[src/rtl/mseq_pkg.sv]
package mseq_pkg;

    typedef enum logic [1:0] {
        CM_PASS  = 2'd0,
        CM_HOLD  = 2'd1,
        CM_ARMED = 2'd2
    } commit_state_t;

    localparam int PAGE_CTRL = 0;
    localparam int PAGE_MODE = 1;
    localparam int PAGE_MAP  = 2;

    localparam int IDX_CTRL   = 0;
    localparam int IDX_DEPTH  = 1;
    localparam int IDX_MANUAL = 2;

    localparam int CTRL_EN_BIT    = 0;
    localparam int CTRL_LATCH_BIT = 1;
    localparam int CTRL_SWADV_BIT = 2;
    localparam int CTRL_SWRST_BIT = 3;

endpackage

[src/rtl/mseq_edge.sv]
module mseq_edge #(
    parameter int STAGES = 2
) (
    input  logic clk,
    input  logic rst_n,
    input  logic pin_async,
    input  logic sw_pulse,
    output logic rise_evt,
    output logic fall_evt
);
    localparam int N = (STAGES < 2) ? 2 : STAGES;

    logic [N-1:0] sync_q;
    logic         last_q;
    logic         sw_q;

    always_ff @(posedge clk or negedge rst_n) begin
        if (!rst_n) begin
            sync_q <= '0;
            last_q <= 1'b0;
            sw_q   <= 1'b0;
        end else begin
            sync_q <= {sync_q[N-2:0], pin_async};
            last_q <= sync_q[N-1];
            sw_q   <= sw_pulse;
        end
    end

    // software pulse rises in its write cycle and falls one cycle later
    assign rise_evt = (sync_q[N-1] & ~last_q) | sw_pulse;
    assign fall_evt = (~sync_q[N-1] & last_q) | sw_q;

endmodule

[src/rtl/mseq_regs.sv]
module mseq_regs
    import mseq_pkg::*;
#(
    parameter int CFG_W      = 8,
    parameter int NUM_MODES  = 8,
    parameter int MAX_STATES = 7,
    parameter int ADDR_W     = 6
) (
    input  logic                                  clk,
    input  logic                                  rst_n,
    input  logic                                  wr_en,
    input  logic [ADDR_W-1:0]                     wr_addr,
    input  logic [CFG_W-1:0]                      wr_data,
    output logic                                  en_o,
    output logic                                  latch_o,
    output logic [$clog2(MAX_STATES+1)-1:0]       depth_o,
    output logic [CFG_W-1:0]                      manual_o,
    output logic [NUM_MODES-1:0][CFG_W-1:0]       mode_tab_o,
    output logic [MAX_STATES:0][((NUM_MODES > 1) ? $clog2(NUM_MODES) : 1)-1:0] state_map_o,
    output logic                                  sw_adv_o,
    output logic                                  sw_rst_o
);
    localparam int MIDX_W = (NUM_MODES > 1) ? $clog2(NUM_MODES) : 1;
    localparam int PTR_W  = $clog2(MAX_STATES + 1);
    localparam int PG_W   = ADDR_W - 4;
    localparam logic [PG_W-1:0]  PG_CTRL_L = PG_W'(PAGE_CTRL);
    localparam logic [PG_W-1:0]  PG_MODE_L = PG_W'(PAGE_MODE);
    localparam logic [PG_W-1:0]  PG_MAP_L  = PG_W'(PAGE_MAP);
    localparam logic [PTR_W-1:0] MAX_PTR   = PTR_W'(MAX_STATES);

    logic [PG_W-1:0] page;
    logic [3:0]      idx;
    logic            ctrl_hit, depth_hit, man_hit, mode_hit, map_hit;

    assign page      = wr_addr[ADDR_W-1:4];
    assign idx       = wr_addr[3:0];
    assign ctrl_hit  = wr_en && (page == PG_CTRL_L) && (idx == 4'(IDX_CTRL));
    assign depth_hit = wr_en && (page == PG_CTRL_L) && (idx == 4'(IDX_DEPTH));
    assign man_hit   = wr_en && (page == PG_CTRL_L) && (idx == 4'(IDX_MANUAL));
    assign mode_hit  = wr_en && (page == PG_MODE_L);
    assign map_hit   = wr_en && (page == PG_MAP_L);

    assign sw_adv_o = ctrl_hit && wr_data[CTRL_SWADV_BIT];
    assign sw_rst_o = ctrl_hit && wr_data[CTRL_SWRST_BIT];

    always_ff @(posedge clk or negedge rst_n) begin
        if (!rst_n) begin
            en_o     <= 1'b0;
            latch_o  <= 1'b0;
            depth_o  <= '0;
            manual_o <= '0;
        end else begin
            if (ctrl_hit) begin
                en_o    <= wr_data[CTRL_EN_BIT];
                latch_o <= wr_data[CTRL_LATCH_BIT];
            end
            if (depth_hit) begin
                if (int'(wr_data) > MAX_STATES) depth_o <= MAX_PTR;
                else                            depth_o <= wr_data[PTR_W-1:0];
            end
            if (man_hit) manual_o <= wr_data;
        end
    end

    logic [CFG_W-1:0]  mode_mem [NUM_MODES];
    logic [MIDX_W-1:0] map_mem  [MAX_STATES+1];

    for (genvar m = 0; m < NUM_MODES; m++) begin : g_mode
        always_ff @(posedge clk or negedge rst_n) begin
            if (!rst_n)                           mode_mem[m] <= '0;
            else if (mode_hit && idx == 4'(m))    mode_mem[m] <= wr_data;
        end
        assign mode_tab_o[m] = mode_mem[m];
    end

    // home state entry is fixed to mode 0 and has no storage
    assign map_mem[0]     = '0;
    assign state_map_o[0] = '0;
    for (genvar s = 1; s <= MAX_STATES; s++) begin : g_map
        always_ff @(posedge clk or negedge rst_n) begin
            if (!rst_n)                          map_mem[s] <= '0;
            else if (map_hit && idx == 4'(s))    map_mem[s] <= wr_data[MIDX_W-1:0];
        end
        assign state_map_o[s] = map_mem[s];
    end

endmodule

[src/rtl/mseq_pointer.sv]
module mseq_pointer #(
    parameter int CFG_W      = 8,
    parameter int NUM_MODES  = 8,
    parameter int MAX_STATES = 7
) (
    input  logic                                  clk,
    input  logic                                  rst_n,
    input  logic                                  en,
    input  logic [$clog2(MAX_STATES+1)-1:0]       depth,
    input  logic                                  adv_evt,
    input  logic                                  rst_evt,
    input  logic [NUM_MODES-1:0][CFG_W-1:0]       mode_tab,
    input  logic [MAX_STATES:0][((NUM_MODES > 1) ? $clog2(NUM_MODES) : 1)-1:0] state_map,
    output logic [$clog2(MAX_STATES+1)-1:0]       ptr_o,
    output logic [((NUM_MODES > 1) ? $clog2(NUM_MODES) : 1)-1:0] mode_o,
    output logic [CFG_W-1:0]                      hold_o
);
    localparam int MIDX_W = (NUM_MODES > 1) ? $clog2(NUM_MODES) : 1;
    localparam int PTR_W  = $clog2(MAX_STATES + 1);

    logic [PTR_W-1:0]  nxt_ptr;
    logic [MIDX_W-1:0] nxt_mode;

    always_comb begin
        if (rst_evt)                nxt_ptr = '0;
        else if (adv_evt)           nxt_ptr = (ptr_o >= depth) ? '0 : ptr_o + PTR_W'(1);
        else                        nxt_ptr = ptr_o;
        nxt_mode = state_map[nxt_ptr];
    end

    always_ff @(posedge clk or negedge rst_n) begin
        if (!rst_n) begin
            ptr_o  <= '0;
            mode_o <= '0;
            hold_o <= '0;
        end else if (!en) begin
            ptr_o  <= '0;
            mode_o <= '0;
            hold_o <= mode_tab[0];
        end else if (rst_evt || adv_evt) begin
            ptr_o  <= nxt_ptr;
            mode_o <= nxt_mode;
            hold_o <= mode_tab[nxt_mode];
        end
    end

    a_r3_single_step: assert property (@(posedge clk) disable iff (!rst_n)
        (en && adv_evt && !rst_evt && ptr_o < depth) |=> (ptr_o == $past(ptr_o) + PTR_W'(1)));

    a_r4_wrap_home: assert property (@(posedge clk) disable iff (!rst_n)
        (en && adv_evt && !rst_evt && ptr_o >= depth) |=> (ptr_o == '0));

    a_r6_reset_home: assert property (@(posedge clk) disable iff (!rst_n)
        (en && rst_evt) |=> (ptr_o == '0));

    a_r8_reset_priority: assert property (@(posedge clk) disable iff (!rst_n)
        (en && rst_evt && adv_evt) |=> (ptr_o == '0 && mode_o == '0));

endmodule

[src/rtl/mseq_commit.sv]
module mseq_commit
    import mseq_pkg::*;
#(
    parameter int CFG_W = 8
) (
    input  logic             clk,
    input  logic             rst_n,
    input  logic             latch_en,
    input  logic [CFG_W-1:0] source,
    input  logic             rise_evt,
    input  logic             fall_evt,
    output logic [CFG_W-1:0] cfg_o
);
    commit_state_t state_q, state_d;

    always_comb begin
        state_d = state_q;
        unique case (state_q)
            CM_PASS:  if (latch_en) state_d = CM_HOLD;
            CM_HOLD:  if (!latch_en) state_d = CM_PASS;
                      else if (rise_evt) state_d = CM_ARMED;
            CM_ARMED: if (!latch_en) state_d = CM_PASS;
                      else if (fall_evt) state_d = CM_HOLD;
            default:  state_d = CM_PASS;
        endcase
    end

    always_ff @(posedge clk or negedge rst_n) begin
        if (!rst_n) state_q <= CM_PASS;
        else        state_q <= state_d;
    end

    always_ff @(posedge clk or negedge rst_n) begin
        if (!rst_n) begin
            cfg_o <= '0;
        end else begin
            unique case (state_q)
                CM_PASS:  cfg_o <= source;
                CM_ARMED: if (fall_evt) cfg_o <= source;
                default:  cfg_o <= cfg_o;
            endcase
        end
    end

    // frozen output outside a falling commit
    a_r9_frozen_until_fall: assert property (@(posedge clk) disable iff (!rst_n)
        (state_q != CM_PASS && !(state_q == CM_ARMED && fall_evt)) |=> $stable(cfg_o));

endmodule

[src/rtl/mode_sequencer.sv]
module mode_sequencer #(
    parameter int CFG_W       = 8,
    parameter int NUM_MODES   = 8,
    parameter int MAX_STATES  = 7,
    parameter int ADDR_W      = 6,
    parameter int SYNC_STAGES = 2,
    localparam int MIDX_W = (NUM_MODES > 1) ? $clog2(NUM_MODES) : 1,
    localparam int PTR_W  = $clog2(MAX_STATES + 1)
) (
    input  logic              clk,
    input  logic              rst_n,
    input  logic              adv_pin,
    input  logic              rst_pin,
    input  logic              wr_en,
    input  logic [ADDR_W-1:0] wr_addr,
    input  logic [CFG_W-1:0]  wr_data,
    output logic [CFG_W-1:0]  cfg_out,
    output logic [PTR_W-1:0]  cur_state,
    output logic [MIDX_W-1:0] cur_mode
);
    logic                              en, latch;
    logic [PTR_W-1:0]                  depth;
    logic [CFG_W-1:0]                  manual, hold, source;
    logic [NUM_MODES-1:0][CFG_W-1:0]   mode_tab;
    logic [MAX_STATES:0][MIDX_W-1:0]   state_map;
    logic                              sw_adv, sw_rst;
    logic                              adv_rise, adv_fall, rst_rise, rst_fall;

    mseq_regs #(
        .CFG_W(CFG_W), .NUM_MODES(NUM_MODES), .MAX_STATES(MAX_STATES), .ADDR_W(ADDR_W)
    ) regs_i (
        .clk(clk), .rst_n(rst_n), .wr_en(wr_en), .wr_addr(wr_addr), .wr_data(wr_data),
        .en_o(en), .latch_o(latch), .depth_o(depth), .manual_o(manual),
        .mode_tab_o(mode_tab), .state_map_o(state_map),
        .sw_adv_o(sw_adv), .sw_rst_o(sw_rst)
    );

    mseq_edge #(.STAGES(SYNC_STAGES)) adv_edge_i (
        .clk(clk), .rst_n(rst_n), .pin_async(adv_pin), .sw_pulse(sw_adv),
        .rise_evt(adv_rise), .fall_evt(adv_fall)
    );

    mseq_edge #(.STAGES(SYNC_STAGES)) rst_edge_i (
        .clk(clk), .rst_n(rst_n), .pin_async(rst_pin), .sw_pulse(sw_rst),
        .rise_evt(rst_rise), .fall_evt(rst_fall)
    );

    mseq_pointer #(
        .CFG_W(CFG_W), .NUM_MODES(NUM_MODES), .MAX_STATES(MAX_STATES)
    ) ptr_i (
        .clk(clk), .rst_n(rst_n), .en(en), .depth(depth),
        .adv_evt(adv_rise), .rst_evt(rst_rise),
        .mode_tab(mode_tab), .state_map(state_map),
        .ptr_o(cur_state), .mode_o(cur_mode), .hold_o(hold)
    );

    assign source = en ? hold : manual;

    mseq_commit #(.CFG_W(CFG_W)) commit_i (
        .clk(clk), .rst_n(rst_n), .latch_en(latch), .source(source),
        .rise_evt(adv_rise | rst_rise), .fall_evt(adv_fall | rst_fall),
        .cfg_o(cfg_out)
    );

    a_r5_home_mode_zero: assert property (@(posedge clk) disable iff (!rst_n)
        (cur_state == '0) |-> (cur_mode == '0));

endmodule

[config.mk]
export PLATFORM = sky130hd
export DESIGN_NAME = mode_sequencer
export DESIGN_NICKNAME = d
export VERILOG_FILES = /design/src/rtl/mseq_pkg.sv /design/src/rtl/mseq_edge.sv /design/src/rtl/mseq_regs.sv /design/src/rtl/mseq_pointer.sv /design/src/rtl/mseq_commit.sv /design/src/rtl/mode_sequencer.sv
export SDC_FILE = /design/constraint.sdc
export NUM_CORES = 1
export LEC_CHECK = 0
export BUFFER_PORTS_ARGS = -buffer_cell sky130_fd_sc_hd__buf_2
export CAP_MARGIN = 10
export CORE_ASPECT_RATIO = 0.6
export CORE_MARGIN = 4
export CORE_UTILIZATION = 47
export DETAILED_ROUTE_END_ITERATION = 6
export GPL_TIMING_DRIVEN = 0
export SYNTH_ARGS = -nofsm -noshare
export SYNTH_HDL_FRONTEND = slang
export SYNTH_HIERARCHICAL = 1
export SYNTH_SLANG_ARGS = --single-unit
[constraint.sdc]
create_clock -name clk -period 5.7 [get_ports clk]
set_input_delay 1.14 -clock clk [delete_from_list [all_inputs] [get_ports clk]]
set_output_delay 1.14 -clock clk [all_outputs]
set_load 0.05 [all_outputs]
-- Yosys cells after proc, flatten, opt, wreduce, memory -nomap -nowiden
Cells that the tools add are included.
- $add $sub $neg: 1
- reduce and logical (&&, ||, !) cells: 30
- equal/unequal tests: 16
- $mul: 0
- shift operators: 0
- divide/modulo/power cells: 0
- muxes and demuxes: 23
- order comparisons: 4
- bitwise logic cells: 14
- operators by type and width (cell ; count):
    $mux W8 ; 5
    $mux W3 ; 9
    $bmux W8 S3 ; 1
    $logic_and A1 B1 Y1 ; 23
    $eq A4 B3 Y1 const B ; 4
    $pmux W8 S2 ; 1
    $mux W2 ; 5
    $bmux W3 S3 ; 1
    $eq A4 B2 Y1 const B ; 2
    $gt A8 B3 Y1 const B ; 1
    $lt A3 B4 Y1 const B ; 2
    $ne A3 B2 Y1 const B ; 2
    $or A1 B1 Y1 ; 6
    $pmux W2 S3 ; 1
    $and A1 B1 Y1 ; 4
    $eq A2 B1 Y1 const B ; 2
    $eq A2 B2 Y1 const B ; 2
    $eq A4 B1 Y1 const B ; 1
    $logic_not A2 Y1 ; 2
    $logic_not A4 Y1 ; 1
    $ne A2 B1 Y1 const B ; 2
    $not A1 Y1 ; 4
    $add A3 B1 Y3 const B ; 1
    $ge A3 B3 Y1 ; 1
    5 further kinds ; 5
- output and inout bits: 14
- bits of input ports: 19
- memory bits (writable): 0
- memory bits (read-only): 0
- bits in registers: 130
- memories kept: 0
- latch bits: 0
- logic and storage cells: 118

-- Depth between registers and ports, before layout
- depth in word-level cells: 13
- mapped depth: 17
- mapped depth without buffers: 13

-- By module
The synthesis kept the hierarchy.
- modules (own cells, without submodules) (module ; cells each ; sequential area each (um^2) ; area an instance (um^2) ; times used):
    mseq_regs ; 251 ; 2452.4 ; 3978.8 ; 1
    mseq_pointer ; 265 ; 350.3 ; 2069.5 ; 1
    mseq_commit ; 25 ; 250.2 ; 394.1 ; 1
    mseq_edge ; 7 ; 100.1 ; 118.9 ; 2
    mode_sequencer ; 11 ; 0.0 ; 143.9 ; 1

-- Least setup slack after synthesis
Ideal clock, no wire load.
- kind: input to register
- from: input port wr_addr[4]
- to: register ptr_i.hold_o[1]
- data required time: 5575 ps
- arrival time: 3896 ps
- path slack: 1678 ps
- stages: 16
- buffers on the path: 3
- path through: nor3b_1 > and3_1 > and2_1 > o21bai_1 > buf_4 > and2_1 > nor2_2 > o21a_1 > o2111a_1 > nor4b_2 > buf_6 > buf_6 > mux2i_1 > mux2i_1 > nor3b_1 > nor3_2
- longest elaborated chain between the ends: 13
- RTL lines (element ; RTL line ; source):
    start: declaration ; mode_sequencer.sv:15 ; input logic [ADDR_W-1:0] wr_addr,
    $logic_not A2 Y1 * ; mseq_regs.sv:37 ; assign ctrl_hit = wr_en && (page == PG_CTRL_L) && (idx == 4'(IDX_CTRL));
    $logic_and A1 B1 Y1 * (2 in a row) ; mseq_regs.sv:37 ;
    $logic_and A1 B1 Y1 * ; mseq_regs.sv:43 ; assign sw_adv_o = ctrl_hit && wr_data[CTRL_SWADV_BIT];
    net sw_adv ; mode_sequencer.sv:26 ; logic sw_adv, sw_rst;
    $or A1 B1 Y1 * ; mseq_edge.sv:30 ; assign rise_evt = (sync_q[N-1] & ~last_q) | sw_pulse;
    net adv_rise ; mode_sequencer.sv:27 ; logic adv_rise, adv_fall, rst_rise, rst_fall;
    $mux W3 ; mseq_pointer.sv:26 ; else if (adv_evt) nxt_ptr = (ptr_o >= depth) ? '0 : ptr_o + PTR_W'(1);
    $mux W3 ; mseq_pointer.sv:25 ; if (rst_evt) nxt_ptr = '0;
    $bmux W3 S3 ; mseq_pointer.sv:28 ; nxt_mode = state_map[nxt_ptr];
    $mux W3 (implied by the code) ; mseq_pointer.sv:28 ;
    $bmux W8 S3 ; mseq_pointer.sv:43 ; hold_o <= mode_tab[nxt_mode];
    $mux W8 (implied by the code) ; mseq_pointer.sv:43 ;
    $mux W8 ; mseq_pointer.sv:40 ; end else if (rst_evt || adv_evt) begin
    $mux W8 ; mseq_pointer.sv:36 ; end else if (!en) begin
    end signal: assignment ; mseq_pointer.sv:39 ; hold_o <= mode_tab[0];
    end signal: assignment ; mseq_pointer.sv:43 ;
    end: declaration ; mseq_pointer.sv:16 ; output logic [CFG_W-1:0] hold_o
Mark *: on every way through the listed nets, which the timed path passes. The rest lies on a longest branch. The select of a mux whose other input is x is not followed.
A chain may end at the register's enable or synchronous reset.

-- Worst setup path in the final report
- from: input port wr_en
- to: register ptr_i.hold_o[6]
- longest elaborated chain between the ends: 12
- RTL lines (element ; RTL line ; source):
    start: declaration ; mode_sequencer.sv:14 ; input logic wr_en,
    $logic_and A1 B1 Y1 * (2 in a row) ; mseq_regs.sv:37 ;
    $logic_and A1 B1 Y1 * ; mseq_regs.sv:43 ;
    net sw_adv ; mode_sequencer.sv:26 ;
    $or A1 B1 Y1 * ; mseq_edge.sv:30 ;
    net adv_rise ; mode_sequencer.sv:27 ;
    $mux W3 ; mseq_pointer.sv:26 ;
    $mux W3 ; mseq_pointer.sv:25 ;
    $bmux W3 S3 ; mseq_pointer.sv:28 ;
    $mux W3 (implied by the code) ; mseq_pointer.sv:28 ;
    $bmux W8 S3 ; mseq_pointer.sv:43 ;
    $mux W8 (implied by the code) ; mseq_pointer.sv:43 ;
    $mux W8 ; mseq_pointer.sv:40 ;
    $mux W8 ; mseq_pointer.sv:36 ;
Marked as above.

==> results.py <==
metrics = {
    "outcome": {
        "outcome": "finished clean",
    },
    "route": {
        "wirelength_mm": 17.97,
        "drc_errors": 0,
        "firstDrtPassIters": 4,
        "via_per_inst": 5.843,
        "first_iter_violations": 349,
        "ant_nets": 0,
        "vias": 4797,
        "detail_route.wl_per_cell_um": 21.89,
    },
    "placement": {
        "hpwl_mm": 13.21,
        "dp.cells": 789,
        "placed_cell_area_um2": 7246,
        "portBuffers": 28,
        "gp_congestion": 0.8827,
    },
    "finish": {
        "fin_cells": 821,
        "final_common_cell": "dfrtp_1",
        "num-fill-cells": 1198,
        "area_growth_pct": 14.52,
        "multiInputGateArea_um2": 3334,
        "drive_above_1_share_pct": 35.93,
        "diodes": 0,
        "regArea_um2": 3253,
        "stdcell_area_um2": 7815,
        "layout_common_cells": "dfrtp_1, mux2_2, nand2_1, buf_2, mux2i_1",
        "layout.nets": 639,
    },
    "setup_path": {
        "r2r_slack_ns": 1.68,
        "crit_required_ns": 5.99,
        "startpoint_type": "input port",
        "crit_type": "in -> reg",
        "endpoint_kind": "flip-flop",
        "crit_arrival_ns": 5.68,
        "crit_fanout": 10,
    },
    "global_route": {
        "grt_pass1_wl_mm": 28.19,
        "grt_pass1_vias": 4771,
        "grt_start_max_net_pins": 98,
        "grt_overflow": 0,
        "antenna_found_initial": 0,
        "grtUsageTotal_pct": 22.87,
    },
    "pwr": {
        "total_power_uw": 2712,
        "power.density_nw_per_um2": 347.0,
        "ir_worst_vdd_uv": 192.9,
        "leakage_uw": 0.003712,
    },
    "synth": {
        "yosys_register_bits": 130,
        "yosysUniqueCellTypes": 67,
        "synthArstFlopShare_pct": 100.0,
        "ys_seq_area_share_pct": 47.67,
        "synthesis.area_um2": 6824,
        "synth_edf_count": 0,
        "synthFlopType": "dfrtp_1",
        "syn-mean-instance-area_um2": 12.06,
        "syn_inst": 566,
        "ys_warn_count": 6,
    },
    "floorplan": {
        "core-area_um2": 13910,
        "fp.dieH_um": 101.3,
        "dieArea_um2": 16570,
        "die_w_um": 163.6,
        "initial_utilization_pct": 49.04,
        "row_count": 33,
        "ios": 33,
    },
    "timing": {
        "finalCritPeriodShare_pct": 94.55,
        "whs_ns": 0.3510,
        "tns_ns": 0,
        "period_needed_ns": 5.390,
        "finalSetupViolations": 0,
        "rsz0062_at_grt": "false",
        "drv_slew": 0,
        "fin_worst_skew_ns": 0.009933,
        "tightest_slew_ns": 0.7640,
        "timing.fmax_mhz": 185.5,
        "hold_violations": 0,
        "relSlewSlack_pct": 48.85,
    },
    "clock_tree": {
        "htreeDepth": 4,
        "cts-resized-gates": 0,
        "cts.sinks": 130,
        "cts.clk_slew.worst_paths_ns": 0.06,
        "cts_root_buf": "clkbuf_16",
        "post_cts_buffers": 0,
        "cts_hold_buf": 0,
        "cts_buffers": 17,
        "clockBufferDepth": 2,
        "cts_tree": "done",
        "clock_latency_ns": 0.42,
    },
    "job": {
        "maxCapViolations": 0,
    },
    "min_path": {
        "hp-class": "reg -> reg",
    },
}
[power breakdown]
part	leakage (µW)	switching, µW	internal (µW)
clock network	0.000271	427	615
logic	0.00172	310	229
registers	0.00172	81.6	1050
total	0.00371	819	1890
[cells in the mapped netlist, drive strengths merged (6+ instances only)]
cell type,count,area [µm²]
nor4b,6,86.33
and3,10,62.56
a211o,10,87.58
dfrtp,130,3253
mux2,115,1385
o211ai,9,67.56
nand3,18,90.09
o21ai,16,95.10
inv,17,63.81
nor2,21,81.33
clkbuf,13,50.04
nand2,36,140.1
mux2i,27,270.3
buf,16,130.1
a21oi,16,98.85
nor3b,12,95.09
a31oi,9,56.30
and2,10,62.56
nor3,14,110.1
[cells by family (layout without fill, tap and decap cells)]
group | Yosys count | after routing | share of synthesized area, %
buf+inv | 46 | 107 | 3.575
xor+xnor | 1 | 1 | 0.1284
simple gates | 155 | 155 | 13.82
fa+ha+maj | 4 | 4 | 0.7334
compound gates | 87 | 87 | 9.754
other cells | 1 | 3 | 0.05495
flops | 130 | 130 | 47.67
mux | 142 | 142 | 24.26
[registers in the layout, summed over array words and instances (netlist names)]
signal	cells
adv_edge_i/last_q	1
commit_i/cfg_o	8
rst_edge_i/sync_q	2
rst_edge_i/last_q	1
adv_edge_i/sync_q	2
regs_i/latch_o	1
ptr_i/hold_o	8
regs_i/state_map_o	21
ptr_i/ptr_o	3
regs_i/en_o	1
rst_edge_i/sw_q	1
ptr_i/mode_o	3
regs_i/manual_o	8
adv_edge_i/sw_q	1
regs_i/depth_o	3
regs_i/mode_tab_o	64
commit_i/state_q	2
[critical path, cell delays in order]
cell and delay [ns]:
buf_2 0.17, nor3b_1 0.50, and3_1 0.39, and2_1 0.18, o21bai_1 0.31, buf_4 0.29, nor3b_1 0.46, o21ba_2 0.22
nor3_1 0.06, o21ai_0 0.29, nor4b_2 0.32, buf_6 0.24, buf_6 0.21, mux2i_1 0.38, mux2i_1 0.15, nor3b_1 0.28
nor3_2 0.07
[routing by layer]
metal | vias up | routed length [µm] | share of wire, % | track usage, %
li1 | 2168 | - | - | -
met2 | 147 | 6938 | 39 | 29.43
met1 | 2472 | 9736 | 54 | 38.28
met4 | 0 | 117 | 0.65 | 4.639
met3 | 10 | 1178 | 6.6 | 5.246
met5 | - | 0 | 0 | 0
[final cells by class]
class | instances | area share [%]
clock inverters | 14 | 1.665
plain buffers | 29 | 2.305
flip-flops and latches | 130 | 41.63
inverters | 17 | 0.8165
clock buffers | 18 | 5.620
multi-input cells | 392 | 42.67
repair buffers | 29 | 2.225
well taps | 192 | 3.074
[final timing paths]
check,start,to,cells after the start
max,wr_en,ptr_i/hold_o[6]$_DFFE_PN0P_,17
min reg2reg,adv_edge_i/sync_q[0]$_DFF_PN0_,adv_edge_i/sync_q[1]$_DFF_PN0_,0
max reg2reg,adv_edge_i/sync_q[1]$_DFF_PN0_,ptr_i/hold_o[6]$_DFFE_PN0P_,14
min,adv_edge_i/sync_q[0]$_DFF_PN0_,adv_edge_i/sync_q[1]$_DFF_PN0_,0
max in group asynchronous,rst_n,regs_i/mode_tab_o[0]$_DFFE_PN0P_,2
min in group asynchronous,rst_n,rst_edge_i/sync_q[0]$_DFF_PN0_,1
[stage by stage]
step / setup WS (ns) / util [%]
final: 0.3105 / 56.16
after global routing: 0.1566 / 56.16
after CTS: 0.5488 / 56.16
after detailed placement: 0.1561 / 52.07
after global placement: 0.1195 / 51.83
after floorplan: 1.678 / -
Power figures use the tool's default switching activity.
